## src/rtl/tlb_pkg.sv

```systemverilog
package tlb_pkg;

  typedef enum logic [1:0] {
    RES_MISS  = 2'd0,
    RES_HIT   = 2'd1,
    RES_FAULT = 2'd2
  } tlb_result_e;

  // Outcome of one lookup, given whether a slot matched and its protection.
  function automatic tlb_result_e classify(input logic matched,
                                           input logic is_write,
                                           input logic read_only);
    if (!matched)              return RES_MISS;
    if (is_write && read_only) return RES_FAULT;
    return RES_HIT;
  endfunction

endpackage

```

## src/rtl/tlb_match.sv

```systemverilog
// Parallel tag/page comparison against every slot.
module tlb_match #(
  parameter int ENTRIES  = 8,
  parameter int VPN_W    = 20,
  parameter int ASID_W   = 8,
  parameter bit USE_ASID = 1'b1
) (
  input  logic [ENTRIES-1:0]             ent_valid,
  input  logic [ENTRIES-1:0][VPN_W-1:0]  ent_vpn,
  input  logic [ENTRIES-1:0][ASID_W-1:0] ent_asid,
  input  logic [VPN_W-1:0]               q_vpn,
  input  logic [ASID_W-1:0]              q_asid,
  output logic [ENTRIES-1:0]             hit_vec
);

  for (genvar g = 0; g < ENTRIES; g++) begin : g_cmp
    logic tag_ok;
    if (USE_ASID) begin : g_tagged
      assign tag_ok = (ent_asid[g] == q_asid);
    end else begin : g_untagged
      assign tag_ok = 1'b1;
    end
    assign hit_vec[g] = ent_valid[g] && (ent_vpn[g] == q_vpn) && tag_ok;
  end

endmodule

```

## src/rtl/tlb_victim.sv

```systemverilog
// Chooses the lowest empty slot, else the round-robin slot.
module tlb_victim #(
  parameter int ENTRIES = 8,
  localparam int IDX_W  = (ENTRIES > 1) ? $clog2(ENTRIES) : 1
) (
  input  logic [ENTRIES-1:0] valid_vec,
  input  logic [IDX_W-1:0]   rr_ptr,
  output logic               any_free,
  output logic [IDX_W-1:0]   free_idx,
  output logic [IDX_W-1:0]   victim_idx
);

  always_comb begin
    free_idx = '0;
    for (int i = ENTRIES - 1; i >= 0; i--) begin
      if (!valid_vec[i]) free_idx = IDX_W'(i);
    end
  end

  assign any_free   = ~&valid_vec;
  assign victim_idx = any_free ? free_idx : rr_ptr;

endmodule

```

## src/rtl/tlb_asid_cache.sv

```systemverilog
module tlb_asid_cache
  import tlb_pkg::*;
#(
  parameter int ENTRIES  = 8,
  parameter int VPN_W    = 20,
  parameter int PFN_W    = 16,
  parameter int ASID_W   = 8,
  parameter bit USE_ASID = 1'b1
) (
  input  logic              clk,
  input  logic              rst_n,
  input  logic              lk_valid,
  input  logic [VPN_W-1:0]  lk_vpn,
  input  logic [ASID_W-1:0] lk_asid,
  input  logic              lk_write,
  output logic              rsp_valid,
  output logic              rsp_hit,
  output logic              rsp_miss,
  output logic              rsp_fault,
  output logic [PFN_W-1:0]  rsp_pfn,
  input  logic              fill_valid,
  input  logic [VPN_W-1:0]  fill_vpn,
  input  logic [ASID_W-1:0] fill_asid,
  input  logic [PFN_W-1:0]  fill_pfn,
  input  logic              fill_ro,
  input  logic              flush_all,
  input  logic              flush_asid_valid,
  input  logic [ASID_W-1:0] flush_asid,
  input  logic              ctx_switch
);

  localparam int IDX_W = (ENTRIES > 1) ? $clog2(ENTRIES) : 1;
  localparam logic [IDX_W-1:0] LAST_IDX = IDX_W'(ENTRIES - 1);

  // Slot storage
  logic [ENTRIES-1:0]             valid_q;
  logic [ENTRIES-1:0][VPN_W-1:0]  vpn_q;
  logic [ENTRIES-1:0][ASID_W-1:0] asid_q;
  logic [ENTRIES-1:0][PFN_W-1:0]  pfn_q;
  logic [ENTRIES-1:0]             ro_q;
  logic [IDX_W-1:0]               rr_ptr_q;

  // Named internal events
  logic               flush_every;
  logic               flush_tag;
  logic               fill_evt;
  logic               fill_reuse;
  logic               fill_evict;
  logic [ENTRIES-1:0] lk_match;
  logic [ENTRIES-1:0] fill_match;
  logic               any_free;
  logic [IDX_W-1:0]   free_idx;
  logic [IDX_W-1:0]   victim_idx;
  logic [IDX_W-1:0]   reuse_idx;
  logic [IDX_W-1:0]   fill_idx;

  function automatic logic [IDX_W-1:0] onehot_index(input logic [ENTRIES-1:0] vec);
    logic [IDX_W-1:0] idx;
    idx = '0;
    for (int i = 0; i < ENTRIES; i++) begin
      if (vec[i]) idx = IDX_W'(i);
    end
    return idx;
  endfunction

  tlb_match #(
    .ENTRIES(ENTRIES), .VPN_W(VPN_W), .ASID_W(ASID_W), .USE_ASID(USE_ASID)
  ) u_lookup_match (
    .ent_valid(valid_q), .ent_vpn(vpn_q), .ent_asid(asid_q),
    .q_vpn(lk_vpn), .q_asid(lk_asid), .hit_vec(lk_match)
  );

  tlb_match #(
    .ENTRIES(ENTRIES), .VPN_W(VPN_W), .ASID_W(ASID_W), .USE_ASID(USE_ASID)
  ) u_fill_match (
    .ent_valid(valid_q), .ent_vpn(vpn_q), .ent_asid(asid_q),
    .q_vpn(fill_vpn), .q_asid(fill_asid), .hit_vec(fill_match)
  );

  tlb_victim #(.ENTRIES(ENTRIES)) u_victim (
    .valid_vec(valid_q), .rr_ptr(rr_ptr_q),
    .any_free(any_free), .free_idx(free_idx), .victim_idx(victim_idx)
  );

  assign flush_every = flush_all || (!USE_ASID && ctx_switch);
  assign flush_tag   = USE_ASID && flush_asid_valid && !flush_every;
  assign fill_evt    = fill_valid && !flush_every && !flush_tag;
  assign fill_reuse  = |fill_match;
  assign reuse_idx   = onehot_index(fill_match);
  assign fill_idx    = fill_reuse ? reuse_idx : victim_idx;
  assign fill_evict  = fill_evt && !fill_reuse && !any_free;

  // Slot update
  always_ff @(posedge clk) begin
    if (!rst_n) begin
      valid_q  <= '0;
      vpn_q    <= '0;
      asid_q   <= '0;
      pfn_q    <= '0;
      ro_q     <= '0;
      rr_ptr_q <= '0;
    end else begin
      if (flush_every) begin
        valid_q <= '0;
      end else if (flush_tag) begin
        for (int i = 0; i < ENTRIES; i++) begin
          if (asid_q[i] == flush_asid) valid_q[i] <= 1'b0;
        end
      end else if (fill_evt) begin
        valid_q[fill_idx] <= 1'b1;
        vpn_q[fill_idx]   <= fill_vpn;
        asid_q[fill_idx]  <= fill_asid;
        pfn_q[fill_idx]   <= fill_pfn;
        ro_q[fill_idx]    <= fill_ro;
      end
      if (fill_evict) begin
        rr_ptr_q <= (rr_ptr_q == LAST_IDX) ? '0 : rr_ptr_q + 1'b1;
      end
    end
  end

  // Lookup read-out and registered response
  logic             lk_any;
  logic             lk_ro;
  logic [PFN_W-1:0] lk_pfn;
  tlb_result_e      lk_res;

  always_comb begin
    lk_ro  = 1'b0;
    lk_pfn = '0;
    for (int i = 0; i < ENTRIES; i++) begin
      if (lk_match[i]) begin
        lk_ro  = lk_ro | ro_q[i];
        lk_pfn = lk_pfn | pfn_q[i];
      end
    end
  end

  assign lk_any = |lk_match;
  assign lk_res = classify(lk_any, lk_write, lk_ro);

  tlb_result_e      res_q;
  logic             rsp_valid_q;
  logic [PFN_W-1:0] rsp_pfn_q;

  always_ff @(posedge clk) begin
    if (!rst_n) begin
      rsp_valid_q <= 1'b0;
      res_q       <= RES_MISS;
      rsp_pfn_q   <= '0;
    end else begin
      rsp_valid_q <= lk_valid;
      if (lk_valid) begin
        res_q     <= lk_res;
        rsp_pfn_q <= (lk_res == RES_HIT) ? lk_pfn : '0;
      end
    end
  end

  assign rsp_valid = rsp_valid_q;
  assign rsp_hit   = rsp_valid_q && (res_q == RES_HIT);
  assign rsp_miss  = rsp_valid_q && (res_q == RES_MISS);
  assign rsp_fault = rsp_valid_q && (res_q == RES_FAULT);
  assign rsp_pfn   = rsp_valid_q ? rsp_pfn_q : '0;

  // Assertions
  a_r2_latency: assert property (@(posedge clk) disable iff (!rst_n)
    lk_valid |=> rsp_valid);

  a_r2_idle: assert property (@(posedge clk) disable iff (!rst_n)
    !lk_valid |=> !rsp_valid);

  a_r2_one_outcome: assert property (@(posedge clk) disable iff (!rst_n)
    rsp_valid |-> $countones({rsp_hit, rsp_miss, rsp_fault}) == 1);

  a_r3_zero_frame: assert property (@(posedge clk) disable iff (!rst_n)
    !rsp_hit |-> rsp_pfn == '0);

  a_r5_fault_on_write: assert property (@(posedge clk) disable iff (!rst_n)
    rsp_fault |-> $past(lk_write));

  a_r8_unique_match: assert property (@(posedge clk) disable iff (!rst_n)
    lk_valid |-> $onehot0(lk_match));

  a_r6_free_first: assert property (@(posedge clk) disable iff (!rst_n)
    (fill_evt && !fill_reuse && any_free) |-> !valid_q[fill_idx]);

  a_r9_flush_empties: assert property (@(posedge clk) disable iff (!rst_n)
    flush_every |=> valid_q == '0);

  a_r10_nothing_new: assert property (@(posedge clk) disable iff (!rst_n)
    flush_tag |=> (valid_q & ~$past(valid_q)) == '0);

endmodule

```

## config.mk

```make
export PLATFORM = sky130hd
export DESIGN_NAME = tlb_asid_cache
export DESIGN_NICKNAME = d
export VERILOG_FILES = /design/src/rtl/tlb_pkg.sv /design/src/rtl/tlb_match.sv /design/src/rtl/tlb_victim.sv /design/src/rtl/tlb_asid_cache.sv
export SDC_FILE = /design/constraint.sdc
export NUM_CORES = 1
export LEC_CHECK = 0
export BUFFER_PORTS_ARGS = -buffer_cell sky130_fd_sc_hd__buf_2
export CAP_MARGIN = 30
export CORE_MARGIN = 5
export CORE_UTILIZATION = 28
export DETAILED_ROUTE_END_ITERATION = 7
export SETUP_SLACK_MARGIN = 0.4
export SLEW_MARGIN = 20
export SYNTH_ARGS = -nofsm -noshare
export SYNTH_HDL_FRONTEND = slang
export SYNTH_HIERARCHICAL = 1
export SYNTH_SLANG_ARGS = --single-unit
export TNS_END_PERCENT = 30
```

## constraint.sdc

```tcl
create_clock -name clk -period 4.92 [get_ports clk]
set_input_delay 0.492 -clock clk [delete_from_list [all_inputs] [get_ports clk]]
set_output_delay 0.492 -clock clk [all_outputs]
set_load 0.005 [all_outputs]
```

==> results of run 1 <==
flip-flops by register name, indices dropped and copies added (netlist names):
signal,cells
valid_q,8
rsp_pfn_q,16
res_q,2
asid_q,64
ro_q,8
rr_ptr_q,3
vpn_q,160
pfn_q,128
rsp_valid,1
tightest hold or removal path: cells and delay by family:
kind	cells	cell delay, ns
AOI/OAI and AO/OA	1	0.10
buffers and inverters	1	0.09
and+or+nand+nor	2	0.18
routing by layer:
| layer | wire (um) | share of wire | global-route usage | vias to the layer above |
|---|---|---|---|---|
| met5 | 42 | 0.00055 | 0 | - |
| li1 | - | - | - | 7756 |
| met2 | 34500 | 0.45 | 0.287 | 657 |
| met4 | 3160 | 0.042 | 0.0692 | 6 |
| met3 | 6000 | 0.079 | 0.0398 | 152 |
| met1 | 32400 | 0.43 | 0.233 | 8070 |
where the power goes:
part           internal, mW  leakage, nW  total [mW]  switching (mW)
Combinational         0.190         6.86       0.622           0.432
Clock                  1.89        0.683        3.26            1.38
Sequential             3.17         3.14        3.19          0.0178
layout make-up:
cell class	instances	share of cell area
diodes	1	0.000104
clock buffers	59	0.0504
clock inverters	17	0.00769
inverters	8	0.00125
multi-input cells	1696	0.518
flip-flops and latches	390	0.324
well taps	978	0.0508
repair buffers	168	0.0474
path summary, 6_finish.rpt:
path	cells past startpoint	end
worst max-delay path	10	valid_q[3]
worst min-delay path	4	res_q[1]
worst max register to register	10	valid_q[3]
worst min register to register	2	pfn_q[46]
layout by cell type, fill, tap and decap left out, types with 42 or more instances in the layout:
| cell | n |
|---|---|
| sky130_fd_sc_hd__a22oi_1 | 68 |
| sky130_fd_sc_hd__buf_2 | 106 |
| sky130_fd_sc_hd__clkbuf_16 | 42 |
| sky130_fd_sc_hd__nor4_1 | 69 |
| sky130_fd_sc_hd__dfxtp_1 | 390 |
| sky130_fd_sc_hd__buf_4 | 50 |
| sky130_fd_sc_hd__mux2i_1 | 363 |
| sky130_fd_sc_hd__xnor2_1 | 191 |
| sky130_fd_sc_hd__xor2_1 | 321 |
| sky130_fd_sc_hd__nand4_1 | 76 |
| sky130_fd_sc_hd__nand2_1 | 411 |
==> results.md, run 1 <==
### Critical path
- worst reg2reg setup slack: 1.07 ns
- critical path capture point type: register
- Worst Path Required: 5.41 ns
- critical path fanouts, max: 18
- CP Buf/Inv Count: 1
- crit start category: register
- critical path arrival: 4.34 ns
- class of the most critical setup path: reg -> reg
- family of cells with the greatest summed delay on the critical path: simple AND/OR/NAND/NOR gates
- critical path, cell by cell: xor2_1 > nor4_1 > nand4_1 > nor4_2 > or4_4 > nor3_2 > a31oi_4 > or3b_4 > buf_12 > a211oi_1
- CP max-delay cell: sky130_fd_sc_hd__or3b_4
- Crit. Startpoint: asid_q[40]
- Largest stage delay, worst path: 0.61 ns
- r2r startpoint: asid_q[40]

### Route
- Via Count: 16600
- DRT iter0 DRCs: 1743
- remaining antenna violation count: 0
- number of remaining DRC errors: 0
- routed wirelength normalized by instance count: 22.9 um
- iteration count of the initial detailed-routing pass: 6
- Via-to-Cell Ratio: 5.02
- final wirelength: 76100 um

### STA
- final hold violation count: 0
- final critical-path setup slack: 1.07 ns
- Clock Skew: 0.0370 ns
- tightest hold margin: 0.326 ns
- achievable frequency: 260 MHz
- final setup violation count: 0
- total negative slack: 0 ns
- Worst slew margin: 0.453
- fin crit period: 3.85 ns
- Max Slew Vio Count: 0
- Final period util: 0.783
- setup repair after global routing missed its margin: no
- slew at the pin closest to its max-slew limit: 0.815 ns

### Place
- pre-CTS setup slack: 0.831 ns
- cell area reported after detailed placement: 22700 um^2
- count of buffers from port buffering: 107
- detailed placer's ending HPWL: 52300 um
- placed cell count: 3240
- final weighted congestion in routability-driven placement: 0.924

### GRT
- wire length of the first global-routing pass: 110000 um
- vias in the first global route: 16100
- maximum number of pins on one net before global-route repair: 136
- remaining global-route overflow: 0
- aggregate global-route resource usage: 0.178
- initial antenna violation count: 5

### Clock tree
- maximum buffer depth of the clock tree: 3
- library cell used as clock root buffer: sky130_fd_sc_hd__clkbuf_16
- number of CTS-inserted buffers: 42
- H-tree Lvls: 2
- post-CTS repair timing setup buffer count: 0
- clock latency at the later pin of the worst-skew pair: 0.58 ns
- number of sinks driven by the clock tree: 390
- clock transition at the registers of the reported paths: 0.06 ns
- TritonCTS clock tree: yes
- CTS Hold Buffers Added: 0
- Resized cells post-CTS: 0

### Min path
- HP Start: lk_write
- path type of the worst min-delay path: in -> reg

### Finish
- area of combinational cells with multiple inputs: 12500 um^2
- final standard cell utilization of the core: 0.318
- number of nets in the layout: 2397
- Finished Cell Area: 24100 um^2
- fraction of layout instances using a drive strength above 1: 0.114
- final cell count without fillers: 3317
- area added between synthesis and finish: 13.0%
- number of inserted filler cells in the final layout: 7748
- area used by sequential logic in the layout: 7810 um^2

### Synthesis
- mean instance size in the synthesized netlist: 9.40 um^2
- count of warnings emitted by yosys: 6
- number of cells produced by synthesis: 2266
- synthesized area: 21300 um^2
- net count of the mapped netlist: 2357

### Floorplan
- die outline area: 81700 um^2
- I/O pin cnt: 109
- floorplan row count: 101
- Initial Util: 0.282
- Die Y-Extent: 286 um
- Die Wd: 286 um
- area of the placeable core: 75700 um^2

### Pwr
- Pwr per Cell Area: 294 nW/um^2
- Max rail drop VDD: 0.000196 V
- Final Power: 7.08 mW
- static leakage power: 10.7 nW

### Run status
- run status: complete, no violations

### Job
- Max-cap violations: 0

Note: power is estimated with default switching activity, not from simulation.
==> run 2, diff against run 1 <==
- clock period: 4.92 -> 3.3 ns (I/O delays scaled with it)
==> run 2 against run 1 <==
  * Fmax rose by 24%
  * Power rose by 51%
  * Largest cell class unchanged
  * Largest power group unchanged
  * Critical endpoint is now vpn_q[10]
  * Worst hold slack got worse by 0.17 ns
==> results.md, run 2 (synthesis gave the netlist of run 1 again) <==
### GRT
- wire length of the first global-routing pass: 116000 um, +5.9%
- vias in the first global route: 17300, +7.1%
- initial antenna violation count: 8, +3
- aggregate global-route resource usage: 0.188, +0.00995
- remaining global-route overflow: 0, unchanged
- maximum number of pins on one net before global-route repair: 55, -60%

### STA
- Max Slew Vio Count: 0, unchanged
- tightest hold margin: 0.156 ns, -0.170 ns
- final setup violation count: 0, unchanged
- achievable frequency: 321 MHz, +24%
- final hold violation count: 0, unchanged
- Final period util: 0.944, +0.161
- Worst slew margin: 0.535, +0.0826
- fin crit period: 3.12 ns, -0.737 ns
- Clock Skew: 0.0415 ns, +0.00445 ns
- total negative slack: 0 ns, unchanged
- slew at the pin closest to its max-slew limit: 0.696 ns, -0.119 ns
- setup repair after global routing missed its margin: yes

### Finish
- final cell count without fillers: 3521, +6.2%
- number of nets in the layout: 2601, +8.5%
- largest register by flop count: vpn_q
- area added between synthesis and finish: 25.1%
- number of inserted filler cells in the final layout: 7606, -1.8%
- most frequent standard cell in the layout excluding fill and tap cells: sky130_fd_sc_hd__nand2_1
- flip-flop count of the largest register, all copies and words added: 160, unchanged
- registers with the most flip-flops: vpn_q: 160 flops, pfn_q: 128 flops, asid_q: 64 flops
- leading cell types in the layout, fill and taps excluded: sky130_fd_sc_hd__nand2_1, sky130_fd_sc_hd__dfxtp_1, sky130_fd_sc_hd__mux2i_1
- fraction of layout instances using a drive strength above 1: 0.209, +0.0945

### Place
- placed cell count: 3421, +5.6%
- detailed placer's ending HPWL: 58300 um, +11%
- count of buffers from port buffering: 107, unchanged
- final weighted congestion in routability-driven placement: 0.932, +0.82%

### Critical path
- worst reg2reg setup slack: 0.18 ns, -0.88 ns
- critical path capture point type: register
- critical path fanouts, max: 11, -7
- CP Buf/Inv Count: 5, +4
- class of the most critical setup path: reg -> reg
- critical path arrival: 3.60 ns, -0.74 ns
- Worst Path Required: 3.79 ns, -1.62 ns
- Largest stage delay, worst path: 0.43 ns, -0.18 ns
- CP max-delay cell: sky130_fd_sc_hd__or4_4
- r2r startpoint: vpn_q[148]
- number of cell instances on the worst register-to-register path: 14, +4
- family of cells with the greatest summed delay on the critical path: simple AND/OR/NAND/NOR gates
- crit start category: register
- endpoint of the worst register-to-register path: vpn_q[10]
- critical path, cell by cell: xor2_1 > nor4_2 > nand3_1 > nor4_4 > buf_4 > or4_4 > buf_6 > nor2_4 > nand2_2 > buf_4 > nor3b_4 > buf_6 > buf_12 > mux2i_1

### Min path
- capture endpoint of the worst hold path: asid_q[20]
- path type of the worst min-delay path: in -> reg
- count of cells along the worst hold path: 3, -1
- HP Start: rst_n

### Floorplan
- I/O pin cnt: 109, unchanged
- area of the placeable core: 75700 um^2, unchanged
- floorplan row count: 101, unchanged
- Initial Util: 0.282, unchanged
- die outline area: 81700 um^2, unchanged
- Die Y-Extent: 286 um, unchanged
- Die Wd: 286 um, unchanged

### Pwr
- Pwr per Cell Area: 401 nW/um^2, +36%
- Max rail drop VDD: 0.000343 V, +75%
- Final Power: 10.7 mW, +51%
- static leakage power: 12.1 nW, +13%

### Clock tree
- number of sinks driven by the clock tree: 390, unchanged
- clock transition at the registers of the reported paths: 0.06 ns, about the same
- TritonCTS clock tree: yes
- CTS Hold Buffers Added: 0, unchanged
- H-tree Lvls: 2, unchanged
- number of CTS-inserted buffers: 42, unchanged
- clock latency at the later pin of the worst-skew pair: 0.59 ns, about the same
- library cell used as clock root buffer: sky130_fd_sc_hd__clkbuf_16
- maximum buffer depth of the clock tree: 3, unchanged

### Route
- DRT iter0 DRCs: 1792, +2.8%
- Via-to-Cell Ratio: 5.05, +0.70%
- routed wirelength normalized by instance count: 23.4 um, +2.0%
- Via Count: 17800, +6.9%
- remaining antenna violation count: 0, unchanged
- number of remaining DRC errors: 0, unchanged
- iteration count of the initial detailed-routing pass: 5, -1
- final wirelength: 82400 um, +8.3%

### Job
- Max-cap violations: 0, unchanged

### Run status
- run status: complete, no violations

run 2: what timing repair did:
| item | 4_1_cts | 5_1_grt |
|---|---|---|
| endpoints found under the setup margin | 366 | 347 |
| pin swaps | 17 | 6 |
| cloned | 2 | 8 |
| gates resized for setup | 50 | 41 |
| buffers inserted | 5 | 8 |
run 2: report_power, final:
| group | internal [mW] | switching (mW) | total (mW) |
|---|---|---|---|
| clock | 2.71 | 2.12 | 4.82 |
| sequential | 4.73 | 0.0225 | 4.75 |
| combinational | 0.396 | 0.719 | 1.11 |
| total | 7.83 | 2.86 | 10.7 |
run 2: worst max-delay path by stage:
| stage | end | from | cells after the start |
|---|---|---|---|
| final | vpn_q[10] | vpn_q[148] | 14 |
| after detailed placement | vpn_q[72] | fill_asid[1] | 15 |
| after floorplan | asid_q[24] | fill_asid[4] | 12 |
| after CTS | vpn_q[10] | asid_q[63] | 15 |
| after global routing | pfn_q[41] | asid_q[63] | 17 |
| after global placement | vpn_q[72] | fill_asid[1] | 15 |
run 2: worst reg2reg max path: stages (launching register included):
cell                      delay, ns
sky130_fd_sc_hd__dfxtp_1       0.37
sky130_fd_sc_hd__xor2_1        0.29
sky130_fd_sc_hd__nor4_2        0.10
sky130_fd_sc_hd__nand3_1       0.28
sky130_fd_sc_hd__nor4_4        0.08
sky130_fd_sc_hd__buf_4         0.15
sky130_fd_sc_hd__or4_4         0.43
sky130_fd_sc_hd__buf_6         0.14
sky130_fd_sc_hd__nor2_4        0.12
sky130_fd_sc_hd__nand2_2       0.09
sky130_fd_sc_hd__buf_4         0.15
sky130_fd_sc_hd__nor3b_4       0.22
sky130_fd_sc_hd__buf_6         0.21
sky130_fd_sc_hd__buf_12        0.18
sky130_fd_sc_hd__mux2i_1       0.20
run 2: metal layers:
| layer | vias up | track usage | part of all wire | wire length (um) |
|---|---|---|---|---|
| met4 | 10 | 0.0770 | 0.048 | 3980 |
| met5 | - | 0 | 0.00075 | 62 |
| li1 | 8139 | - | - | - |
| met2 | 813 | 0.304 | 0.45 | 37000 |
| met3 | 218 | 0.0361 | 0.087 | 7150 |
| met1 | 8608 | 0.247 | 0.41 | 34200 |
run 2: area by class of cell:
class                   instances  area (um^2)  area share
diodes                          3         7.51    0.000282
clock inverters                19          166     0.00624
multi-input cells            1696        12800       0.480
clock buffers                  55         1190      0.0447
flip-flops and latches        390         7840       0.294
well taps                     978         1220      0.0459
inverters                       8         30.0     0.00113
repair buffers                372         3410       0.128
run 2: through the flow:
stage,setup WS [ns],instance area [um^2],utilization
global placement,-0.149,24500,0.323
floorplan,0.520,21300,-
detailed placement,-0.162,24500,0.323
finish,0.185,26700,0.352
global route,0.118,26700,0.352
CTS,0.287,26200,0.346
